### src/rtl/lock_arb_pkg.sv
package lock_arb_pkg;

    // Thread index width; supports up to eight threads.
    localparam int TID_W = 3;

    typedef logic [TID_W-1:0] tid_t;

    typedef enum logic [1:0] {
        TS_FREE  = 2'd0,
        TS_WAIT  = 2'd1,
        TS_QUEUE = 2'd2,
        TS_OWN   = 2'd3
    } tstate_e;

    typedef enum logic [1:0] {
        OP_NONE   = 2'd0,
        OP_LOCK   = 2'd1,
        OP_UNLOCK = 2'd2
    } op_e;

    // Request chosen for this cycle.
    typedef struct packed {
        logic valid;
        op_e  op;
        tid_t tid;
    } req_t;

    // Write port into the thread state table.
    typedef struct packed {
        logic    en;
        tid_t    tid;
        tstate_e st;
    } st_wr_t;

    // Response to the served thread.
    typedef struct packed {
        logic complete;
        logic halt;
        logic err;
    } resp_t;

    // Result of the handover search.
    typedef struct packed {
        logic found;
        tid_t tid;
    } pick_t;

    // Outcome of a lock request.
    typedef struct packed {
        tstate_e nxt;
        resp_t   rsp;
        logic    take;
    } lock_out_t;

    function automatic lock_out_t lock_decide(tstate_e cur, logic held);
        lock_out_t o;
        o = '0;
        if (!held) begin
            o.nxt          = TS_OWN;
            o.rsp.complete = 1'b1;
            o.take         = 1'b1;
        end else begin
            case (cur)
                TS_QUEUE: begin
                    o.nxt          = TS_OWN;
                    o.rsp.complete = 1'b1;
                end
                TS_OWN: begin
                    o.nxt          = TS_OWN;
                    o.rsp.complete = 1'b1;
                    o.rsp.halt     = 1'b1;
                    o.rsp.err      = 1'b1;
                end
                default: begin
                    o.nxt      = TS_WAIT;
                    o.rsp.halt = 1'b1;
                end
            endcase
        end
        return o;
    endfunction

    function automatic logic unlock_ok(tstate_e cur, logic held);
        return held && (cur == TS_OWN);
    endfunction

endpackage

### src/rtl/lock_req_select.sv
module lock_req_select
    import lock_arb_pkg::*;
#(
    parameter int N_THREADS = 4
) (
    input  logic [N_THREADS-1:0] lock_req,
    input  logic [N_THREADS-1:0] unlock_req,
    output req_t                 req
);

    // Descending scan: the last hit, and so the lowest index, wins.
    always_comb begin
        req = '0;
        for (int i = N_THREADS - 1; i >= 0; i--) begin
            if (lock_req[i] || unlock_req[i]) begin
                req.valid = 1'b1;
                req.tid   = tid_t'(i);
                req.op    = lock_req[i] ? OP_LOCK : OP_UNLOCK;
            end
        end
    end

endmodule

### src/rtl/lock_rr_pick.sv
module lock_rr_pick
    import lock_arb_pkg::*;
#(
    parameter int N_THREADS = 4
) (
    input  logic [N_THREADS-1:0] wait_v,
    input  tid_t                 start,
    output pick_t                pick
);

    logic found_hi;
    logic found_lo;
    tid_t tid_hi;
    tid_t tid_lo;

    // Two passes: the lowest waiter above the releaser, or else the lowest
    // waiter at or below it (the wrapped part of the circle).
    always_comb begin
        found_hi = 1'b0;
        found_lo = 1'b0;
        tid_hi   = '0;
        tid_lo   = '0;
        for (int i = 0; i < N_THREADS; i++) begin
            if (wait_v[i]) begin
                if (i > int'(start)) begin
                    if (!found_hi) begin
                        found_hi = 1'b1;
                        tid_hi   = tid_t'(i);
                    end
                end else if (!found_lo) begin
                    found_lo = 1'b1;
                    tid_lo   = tid_t'(i);
                end
            end
        end
        pick.found = found_hi || found_lo;
        pick.tid   = found_hi ? tid_hi : tid_lo;
    end

endmodule

### src/rtl/lock_thread_table.sv
module lock_thread_table
    import lock_arb_pkg::*;
#(
    parameter int N_THREADS = 4
) (
    input  logic                 clk,
    input  logic                 rst,
    input  st_wr_t               wr_a,
    input  st_wr_t               wr_b,
    output tstate_e              st_o [N_THREADS],
    output logic [N_THREADS-1:0] wait_v
);

    for (genvar g = 0; g < N_THREADS; g++) begin : g_thr
        tstate_e st_q;

        // Port A serves the requester, port B the handover target; they
        // never address the same thread in one cycle.
        always_ff @(posedge clk) begin
            if (rst) begin
                st_q <= TS_FREE;
            end else if (wr_a.en && (wr_a.tid == tid_t'(g))) begin
                st_q <= wr_a.st;
            end else if (wr_b.en && (wr_b.tid == tid_t'(g))) begin
                st_q <= wr_b.st;
            end
        end

        assign st_o[g]   = st_q;
        assign wait_v[g] = (st_q == TS_WAIT);
    end

endmodule

### src/rtl/lock_arbiter.sv
module lock_arbiter
    import lock_arb_pkg::*;
#(
    parameter int N_THREADS = 4
) (
    input  logic                 clk,
    input  logic                 rst,
    input  logic [N_THREADS-1:0] lock_req,
    input  logic [N_THREADS-1:0] unlock_req,
    output logic [N_THREADS-1:0] complete,
    output logic [N_THREADS-1:0] halt,
    output logic [N_THREADS-1:0] wake,
    output logic [N_THREADS-1:0] err,
    output logic                 lock_held
);

    localparam int IW = (N_THREADS > 1) ? $clog2(N_THREADS) : 1;

    req_t                 req;
    pick_t                pick;
    st_wr_t               wr_a;
    st_wr_t               wr_b;
    tstate_e              st [N_THREADS];
    logic [N_THREADS-1:0] wait_v;
    tstate_e              cur;
    resp_t                rsp;
    lock_out_t            lk;
    logic                 wake_v;
    logic                 held_q;
    logic                 held_n;

    lock_req_select #(.N_THREADS(N_THREADS)) u_sel (
        .lock_req   (lock_req),
        .unlock_req (unlock_req),
        .req        (req)
    );

    lock_thread_table #(.N_THREADS(N_THREADS)) u_tbl (
        .clk    (clk),
        .rst    (rst),
        .wr_a   (wr_a),
        .wr_b   (wr_b),
        .st_o   (st),
        .wait_v (wait_v)
    );

    lock_rr_pick #(.N_THREADS(N_THREADS)) u_pick (
        .wait_v (wait_v),
        .start  (req.tid),
        .pick   (pick)
    );

    assign cur = st[req.tid[IW-1:0]];

    always_comb begin
        wr_a   = '0;
        wr_b   = '0;
        rsp    = '0;
        wake_v = 1'b0;
        held_n = held_q;
        lk     = lock_decide(cur, held_q);
        if (req.valid && (req.op == OP_LOCK)) begin
            wr_a = '{en: 1'b1, tid: req.tid, st: lk.nxt};
            rsp  = lk.rsp;
            if (lk.take) begin
                held_n = 1'b1;
            end
        end else if (req.valid && (req.op == OP_UNLOCK)) begin
            if (unlock_ok(cur, held_q)) begin
                wr_a         = '{en: 1'b1, tid: req.tid, st: TS_FREE};
                rsp.complete = 1'b1;
                if (pick.found) begin
                    wr_b   = '{en: 1'b1, tid: pick.tid, st: TS_QUEUE};
                    wake_v = 1'b1;
                end else begin
                    held_n = 1'b0;
                end
            end else begin
                rsp.err = 1'b1;
            end
        end
    end

    always_ff @(posedge clk) begin
        if (rst) begin
            held_q   <= 1'b0;
            complete <= '0;
            halt     <= '0;
            wake     <= '0;
            err      <= '0;
        end else begin
            held_q <= held_n;
            for (int i = 0; i < N_THREADS; i++) begin
                complete[i] <= rsp.complete && (req.tid == tid_t'(i));
                halt[i]     <= rsp.halt     && (req.tid == tid_t'(i));
                err[i]      <= rsp.err      && (req.tid == tid_t'(i));
                wake[i]     <= wake_v       && (pick.tid == tid_t'(i));
            end
        end
    end

    assign lock_held = held_q;

endmodule

### config.mk
export PLATFORM = sky130hd
export DESIGN_NAME = lock_arbiter
export DESIGN_NICKNAME = d
export VERILOG_FILES = /design/src/rtl/lock_arb_pkg.sv /design/src/rtl/lock_req_select.sv /design/src/rtl/lock_rr_pick.sv /design/src/rtl/lock_thread_table.sv /design/src/rtl/lock_arbiter.sv
export SDC_FILE = /design/constraint.sdc
export NUM_CORES = 1
export LEC_CHECK = 0
export BUFFER_PORTS_ARGS = -buffer_cell sky130_fd_sc_hd__buf_2
export CAP_MARGIN = 15
export CORE_MARGIN = 3
export CORE_UTILIZATION = 46
export CTS_CLUSTER_DIAMETER = 80
export DETAILED_ROUTE_END_ITERATION = 12
export GPL_TIMING_DRIVEN = 0
export HOLD_SLACK_MARGIN = 0.02
export PLACE_DENSITY = 0.74
export SYNTH_ARGS = -nofsm -noshare
export SYNTH_HDL_FRONTEND = slang
export SYNTH_SLANG_ARGS = --single-unit
### constraint.sdc
create_clock -name clk -period 3.6 [get_ports clk]
set_clock_uncertainty 0.15 [all_clocks]
set_input_delay 0.36 -clock clk [delete_from_list [all_inputs] [get_ports clk]]
set_output_delay 0.36 -clock clk [all_outputs]
set_load 0.02 [all_outputs]
==> qor.txt, run 1 <==
met1 Use GR: 27.6%
Clock Latency Late Sink: 0.33 ns
HP Class: primary input to flip-flop
initial antenna violation count: 0
Yosys top cell area share: 38.0%
Final ANT Viol Nets: 0
sequential-to-total area share from yosys stat: 38.0%
Vias/cell: 6.21
hold slack: 0.172 ns
final-layout fill cell count: 251
GR Util met2: 30.9%
clock buffer depth: 2
largest net degree at the start of global routing: 16
Leak: 0.558 nW
first-pass GRT wire length: 5.41 mm
Tmin final: 2.23 ns
Netlist cell types: 47
Post CTS Setup Buffer Count: 0
Placer Congestion: 0.941
Setup crit start kind: primary input
ant diodes: 0
fmax: 448 MHz
Worst Path Max Fanout: 10
share of layout cells above drive strength 1: 25.7%
CTS Hold Bufs: 0
DRT Pass-1 Iters: 4
Hold Violations, Final: 0
period utilisation layout: 62.0%
CP required: 3.70 ns
GRT busiest layer: met2
final number of setup-violating endpoints: 0
RSZ-0062 raised after global routing: false
Rel. slew slack: 43.4%
total CTS buffers: 3
max-cap violation count: 0
CTS-repair resized insts: 0
Avg WL per Cell: 16.5 µm
final setup TNS: 0 ns
Cells after Synth: 148
die width: 59.5 µm
top cells by area, synth: dfxtp_1, nor3_1, nor2_1
Synth async-reset ratio: 0%
crit path kind: primary input to flip-flop
pin slew with the least headroom to its limit: 0.840 ns
GRT Total Usage: 20.2%
top post-synthesis cells by count: dfxtp_1, nor2_1, nor3_1
top_reg_cell synth: dfxtp_1
register bit count reported by yosys: 25
drt total wl: 3.38 mm
Nets: 186
TritonCTS clock tree: yes
max-slew violations: 0
Residual DRC: 0
I/O pin count: 27
Post-Syn Area: 1320 µm²
detailed-route via count: 1,273
Post-DP HPWL: 2.57 mm
grt ovf: 0
die area: 3540 µm²
Power Total: 0.000544 W
clock sinks: 25
# rows: 18
Synth Area per Inst: 8.90 µm²
Initial DRC Count: 55
core box area: 2590 µm²
H-Tree Depth: 1
grt met3 use: 4.79%
Die Ht: 59.5 µm
post-synth top area cell: dfxtp_1
Setup crit end kind: flip-flop
vias in the first global route: 1,148
top-count cell post-synth: dfxtp_1
Initial Utilization: 50.9%
synth warn: 0
Mapped Nets: 158
Power Dens Cells: 363 nW/µm²
Post-synth EDFFs: 0
CTS clk-pin slew, worst paths: 0.14 ns
Clock Tree Root: clkbuf_4
status: complete, no violations
P&R area growth vs syn: 13.9%
I/O Buffers: 23
VDD IR max: 332 µV
crit path DAT: 2.33 ns
[stage by stage]
step / area, µm² / utilization, % / instances / worst slack, ns
4_1_cts: 1500 / 57.9 / 205 / 1.42
6_report: 1500 / 57.9 / 205 / 1.37
3_5_place_dp: 1470 / 56.8 / 201 / 1.10
2_1_floorplan: 1320 / - / 148 / 1.46
5_1_grt: 1500 / 57.9 / 205 / 1.23
3_3_place_gp: 1470 / 56.8 / 201 / 1.13
[logic make-up (layout without fill, tap and decap cells)]
| kind of cell | Yosys count | in the layout | share of synthesized area (%) |
|---|---|---|---|
| buffers and inverters | 12 | 39 | 4.18 |
| muxes | 2 | 2 | 1.61 |
| and+or+nand+nor | 60 | 60 | 27.2 |
| DFF | 25 | 25 | 38.0 |
| AOI/OAI and AO/OA | 49 | 49 | 29.1 |
[critical path, stage by stage]
cell	delay, ns
clkbuf_2	0.16
nor2_1	0.28
a21boi_2	0.50
o22ai_1	0.23
o211ai_2	0.33
o21ai_0	0.16
a311oi_1	0.31
[cells in the final DEF, fill, tap and decap left out, types with 2 or more instances in the layout]
cell type / count
a211oi_1: 4
a21oi_1: 6
a311oi_1: 4
buf_2: 24
clkbuf_1: 2
clkbuf_4: 3
dfxtp_1: 25
inv_1: 6
nand2_1: 7
nand2b_1: 3
nand4_1: 3
nor2_1: 15
nor2b_1: 3
nor3_1: 14
nor4_1: 5
nor4_2: 2
nor4_4: 2
o211a_1: 2
o21a_1: 5
o21ai_0: 7
o21bai_1: 4
o22ai_1: 2
[worst paths after layout]
path | startpoint | to | slack (ns) | depth (start not counted)
worst max-delay path | lock_req[0] | u_tbl.g_thr[1].st_q[0] | 1.37 | 7
worst min-delay path | lock_req[1] | u_tbl.g_thr[1].st_q[0] | 0.17 | 3
worst max register to register | u_tbl.g_thr[1].st_q[1] | u_tbl.g_thr[1].st_q[0] | 1.59 | 6
worst min register to register | u_tbl.g_thr[0].st_q[0] | u_tbl.g_thr[0].st_q[0] | 0.40 | 2
[area by class of cell]
cell class / instances / area (µm²) / share of cell area, %
tap: 30 / 37.5 / 2.50
inverter: 6 / 22.5 / 1.50
clock buffer: 3 / 22.5 / 1.50
multi-input combinational: 111 / 762 / 50.8
sequential: 25 / 500 / 33.4
clock inverter: 1 / 7.51 / 0.500
buffer: 6 / 32.5 / 2.17
timing repair buffer: 23 / 115 / 7.67
[sequential cells by signal, summed over array words and instances (netlist names)]
name	flops
err	4
halt	4
u_tbl.g_thr.st_q	8
wake	4
complete	4
lock_held	1
[metal layers]
| metal | wire, µm | up-vias |
|---|---|---|
| met4 | 36 | 0 |
| met2 | 1570 | 57 |
| met5 | 0 | - |
| li1 | - | 617 |
| met3 | 303 | 8 |
| met1 | 1470 | 591 |
[where the power goes]
part           internal [W]  total (W)  switching, W
combinational     0.0000412   0.000118     0.0000764
clock             0.0000425   0.000133     0.0000909
sequential         0.000286   0.000293    0.00000748
Power figures use the tool's default switching activity.
==> inputs of run 2 (changes only) <==
PLACE_DENSITY = 0.76   (was 0.74)
clock period = 2 ns   (was 3.6 ns; I/O delays follow)
==> run 2 against run 1 <==
- flip-flop and latch count did not move
- total power is 80% higher
- cell area rose by 5.3%
- hold slack got worse by 0.15 ns
- die area is the same
- clock power grew 69%
- combinational power is 92% higher
- core utilization increased by 3.0 points
- sequential power grew 80%
- critical path depth shrank 1
- wire length is 0.77% higher
- critical path type is now flip-flop to flip-flop
- largest cell class unchanged
- highest routed layer unchanged
==> qor.txt, run 2 (synthesis gave the netlist of run 1 again) <==
Placement Setup Slack: -0.345 ns
max-slew violations: 0
Vias/cell: 6.28
VDD IR max: 509 µV
drt total wl: 3.40 mm
Hold Violations, Final: 0
# rows: 18
Nets: 190
CTS Hold Bufs: 0
R2R cell count: 6
share of layout cells above drive strength 1: 32.4%
Post-DP HPWL: 2.49 mm
P&R area growth vs syn: 19.8%
largest net degree at the start of global routing: 15
Worst Path Max Fanout: 5
initial antenna violation count: 0
HP Class: primary input to flip-flop
ant diodes: 0
clock buffer depth: 2
Non-Filler Instances: 209
WHS Path Cells: 3
Initial Utilization: 50.9%
period utilisation layout: 95.7%
fmax: 523 MHz
crit path kind: flip-flop to flip-flop
Placer Congestion: 0.910
CTS clk-pin slew, worst paths: 0.13 ns
die width: 59.5 µm
grt ovf: 0
status: complete, no violations
first-pass GRT wire length: 5.45 mm
DRT Pass-1 Iters: 4
largest reg by FF count: u_tbl.g_thr.st_q
core box area: 2590 µm²
max-cap violation count: 0
Die Ht: 59.5 µm
detailed-route via count: 1,312
vias in the first global route: 1,156
Initial DRC Count: 43
total CTS buffers: 3
Final ANT Viol Nets: 0
max FFs per register: 8
GRT Total Usage: 19.9%
clock sinks: 25
Clock Tree Root: clkbuf_4
Power Dens Cells: 619 nW/µm²
Storage cell area: 502 µm²
pin slew with the least headroom to its limit: 0.704 ns
Avg WL per Cell: 16.3 µm
Rel. slew slack: 52.6%
area of the multi-input gates: 812 µm²
final number of setup-violating endpoints: 0
crit path DAT: 1.96 ns
Setup crit end kind: flip-flop
CP required: 2.05 ns
final-layout fill cell count: 254
Residual DRC: 0
TritonCTS clock tree: yes
Power Total: 0.000978 W
die area: 3540 µm²
H-Tree Depth: 1
most frequent cells in the layout: buf_2, dfxtp_1, nor2_1
Tmin final: 1.91 ns
Leak: 0.592 nW
I/O Buffers: 23
final worst slack: 0.0865 ns
Final Core Density: 61.0%
final setup TNS: 0 ns
placed cell count: 201
Setup crit start kind: flip-flop
Clock Latency Late Sink: 0.32 ns
I/O pin count: 27
## run 2: routing by layer
metal,up-vias,wire length [µm],track usage (%)
met4,0,39,4.75
met2,45,1630,30.4
met1,629,1480,27.9
li1,630,-,-
met3,8,254,5.23
met5,-,0,0
## run 2: path summary, 6_finish.rpt
check,startpoint,endpoint,slack (ns)
setup / recovery,u_tbl.g_thr[0].st_q[1],u_tbl.g_thr[3].st_q[0],0.09
hold reg to reg,u_tbl.g_thr[0].st_q[0],u_tbl.g_thr[0].st_q[0],0.40
hold / removal,lock_req[1],u_tbl.g_thr[1].st_q[0],0.02
setup reg to reg,u_tbl.g_thr[0].st_q[1],u_tbl.g_thr[3].st_q[0],0.09
## run 2: metrics by stage
stage	hold WS [ns]	instance area, µm²
after floorplan	0.273	1320
after CTS	0.0252	1510
after global routing	0.0232	1580
after global placement	0.368	1470
final	0.0208	1580
after detailed placement	0.375	1470
## run 2: final cells by class
type                    instances  share of cell area (%)
flip-flops and latches         25                    31.8
plain buffers                   6                    2.06
well taps                      30                    2.38
multi-input cells             111                    51.4
clock buffers                   3                    1.43
inverters                       6                    1.43
clock inverters                 1                   0.317
repair buffers                 27                    9.19
## run 2: what timing repair did
action / CTS / global route
pin swaps: 0 / 2
resized for setup: 1 / 10
setup endpoints to repair: 1 / 21
setup buffers: 0 / 4
hold endpoints to repair: 0 / 0
## run 2: worst max-delay path: stages, from the launching register on
cell      delay [ns]
dfxtp_1         0.44
nand2b_1        0.21
a211oi_1        0.10
o31a_1          0.28
a211o_1         0.33
o21ai_0         0.17
a311oi_1        0.10
## run 2: where the power goes
part / leakage [nW] / internal [W] / total [W] / switching [W]
clock network: 0.0177 / 0.0000750 / 0.000225 / 0.000150
logic: 0.371 / 0.0000832 / 0.000226 / 0.000143
registers: 0.204 / 0.000514 / 0.000527 / 0.0000128
==> inputs of run 3 (changes only) <==
HOLD_SLACK_MARGIN = 0.08   (was 0.02)
==> run 3 against run 2 <==
- core utilization up 0.39 points
- die area unchanged
- cell area increased by 0.63%
- critical path depth is the same
- cell count up 0.48%
- via count up 0.53%
- total power up 0.33%
- register-to-register slack about the same
- clock power hardly changed
- sequential share of layout area is 0.20 points lower
- largest cell class unchanged
==> qor.txt, run 3 (synthesis gave the netlist of run 1 again) <==
period utilisation layout: 96.2%
drt total wl: 3.45 mm
I/O Buffers: 23
met1 Use GR: 27.8%
Power Dens Cells: 618 nW/µm²
Avg WL per Cell: 16.4 µm
final-layout fill cell count: 252
Non-Filler Instances: 210
Post-DP HPWL: 2.49 mm
Clock Tree Root: clkbuf_4
NetSw: 0.000308 W
I/O pin count: 27
final setup TNS: 0 ns
total CTS buffers: 3
Worst Path Max Fanout: 6
Comb power frac: 23.3%
crit path DAT: 2.01 ns
Worst Hold End: u_tbl.g_thr[0].st_q[0]
# rows: 18
Setup crit end kind: flip-flop
TritonCTS clock tree: yes
clock buffer depth: 2
H-Tree Depth: 1
die width: 59.5 µm
HP Class: primary input to flip-flop
Residual DRC: 0
final number of setup-violating endpoints: 0
sw frac: 31.4%
Vias/cell: 6.28
Power Total: 0.000981 W
largest net degree at the start of global routing: 15
largest reg by FF count: u_tbl.g_thr.st_q
Storage cell area: 502 µm²
Hold Violations, Final: 0
fmax: 520 MHz
Rel. slew slack: 48.9%
Int Pwr: 0.000674 W
GRT Total Usage: 19.9%
R2R cell count: 6
WHS Path Cells: 3
Die Ht: 59.5 µm
status: complete, no violations
GR Util met2: 30.6%
Leak: 0.596 nW
max-cap violation count: 0
Placer Congestion: 0.910
vias in the first global route: 1,163
r2r setup slk: 0.08 ns
detailed-route via count: 1,319
Clock power frac: 23.0%
Setup crit start kind: flip-flop
Tmin final: 1.92 ns
clock sinks: 25
CP required: 2.08 ns
ant diodes: 0
Seq pwr share: 53.7%
most frequent cells in the layout: buf_2, dfxtp_1, nor2_1
FF-to-FF End: u_tbl.g_thr[2].st_q[0]
fin area: 1590 µm²
crit path kind: flip-flop to flip-flop
share of layout cells above drive strength 1: 32.2%
initial antenna violation count: 0
DRT Pass-1 Iters: 4
VDD IR max: 509 µV
worst hold path startpoint: lock_req[0]
pin slew with the least headroom to its limit: 0.758 ns
P&R area growth vs syn: 20.6%
area of the multi-input gates: 812 µm²
max-slew violations: 0
dpl cell area: 1470 µm²
placed cell count: 201
Nets: 191
Initial Utilization: 50.9%
grt ovf: 0
GRT busiest layer: met2
Worst R2R Start: u_tbl.g_thr[1].st_q[1]
Initial DRC Count: 49
CTS clk-pin slew, worst paths: 0.13 ns
Clock Latency Late Sink: 0.32 ns
grt met3 use: 5.23%
core box area: 2590 µm²
max FFs per register: 8
Final ANT Viol Nets: 0
die area: 3540 µm²
first-pass GRT wire length: 5.44 mm
run 3: critical path: stages, from the launching register on:
cell      delay [ns]
dfxtp_1         0.37
nand2b_2        0.25
a211oi_1        0.30
o31a_1          0.20
a211o_1         0.19
o21ai_1         0.08
a311oi_1        0.29
run 3: per-layer routing:
layer	part of all wire [%]	wire length, µm
met1	42	1450
met2	48	1640
met3	9.2	316
met4	1.2	40
met5	0	0
run 3: power by group through the flow:
stage          logic, W  clock network, W  registers (W)
2_1_floorplan  0.000141                 0       0.000544
3_3_place_gp   0.000204                 0       0.000537
3_5_place_dp   0.000207                 0       0.000537
4_1_cts        0.000210          0.000231       0.000526
5_1_grt        0.000247          0.000247       0.000530
6_report       0.000229          0.000226       0.000527
run 3: metrics by stage:
step | worst slack, ns | util (%) | hold WS, ns
after floorplan | 0.0177 | - | 0.273
after detailed placement | -0.345 | 56.8 | 0.375
after global placement | -0.303 | 56.8 | 0.368
after global routing | -0.0187 | 61.4 | 0.0964
final | 0.0752 | 61.4 | 0.0775
after CTS | 0.0163 | 58.5 | 0.0839
run 3: layout make-up:
class	instances	area share (%)
clock buffers	3	1.42
plain buffers	6	2.05
clock inverters	1	0.315
flip-flops and latches	25	31.6
inverters	6	1.42
well taps	30	2.36
repair buffers	28	9.76
multi-input cells	111	51.1
run 3: worst max-delay path by stage:
stage                                start                endpoint  slack [ns]  cells after the start
floorplan                      lock_req[0]  u_tbl.g_thr[1].st_q[1]        0.02                      7
global placement               lock_req[0]  u_tbl.g_thr[1].st_q[0]       -0.30                      7
detailed placement           unlock_req[1]  u_tbl.g_thr[1].st_q[0]       -0.34                      7
CTS                            lock_req[0]  u_tbl.g_thr[1].st_q[0]        0.02                      7
global route        u_tbl.g_thr[3].st_q[1]  u_tbl.g_thr[2].st_q[0]       -0.02                      6
finish              u_tbl.g_thr[1].st_q[1]  u_tbl.g_thr[2].st_q[0]        0.08                      6
run 3: repair_timing:
item / 4_1_cts / 5_1_grt
hold endpoints to repair: 1 / 0
endpoints found under the setup margin: 1 / 21
hold buffers: 1 / 0
buffers inserted: 0 / 4
pin swaps: 0 / 2
cloned: 0 / 0
gates resized for setup: 1 / 10
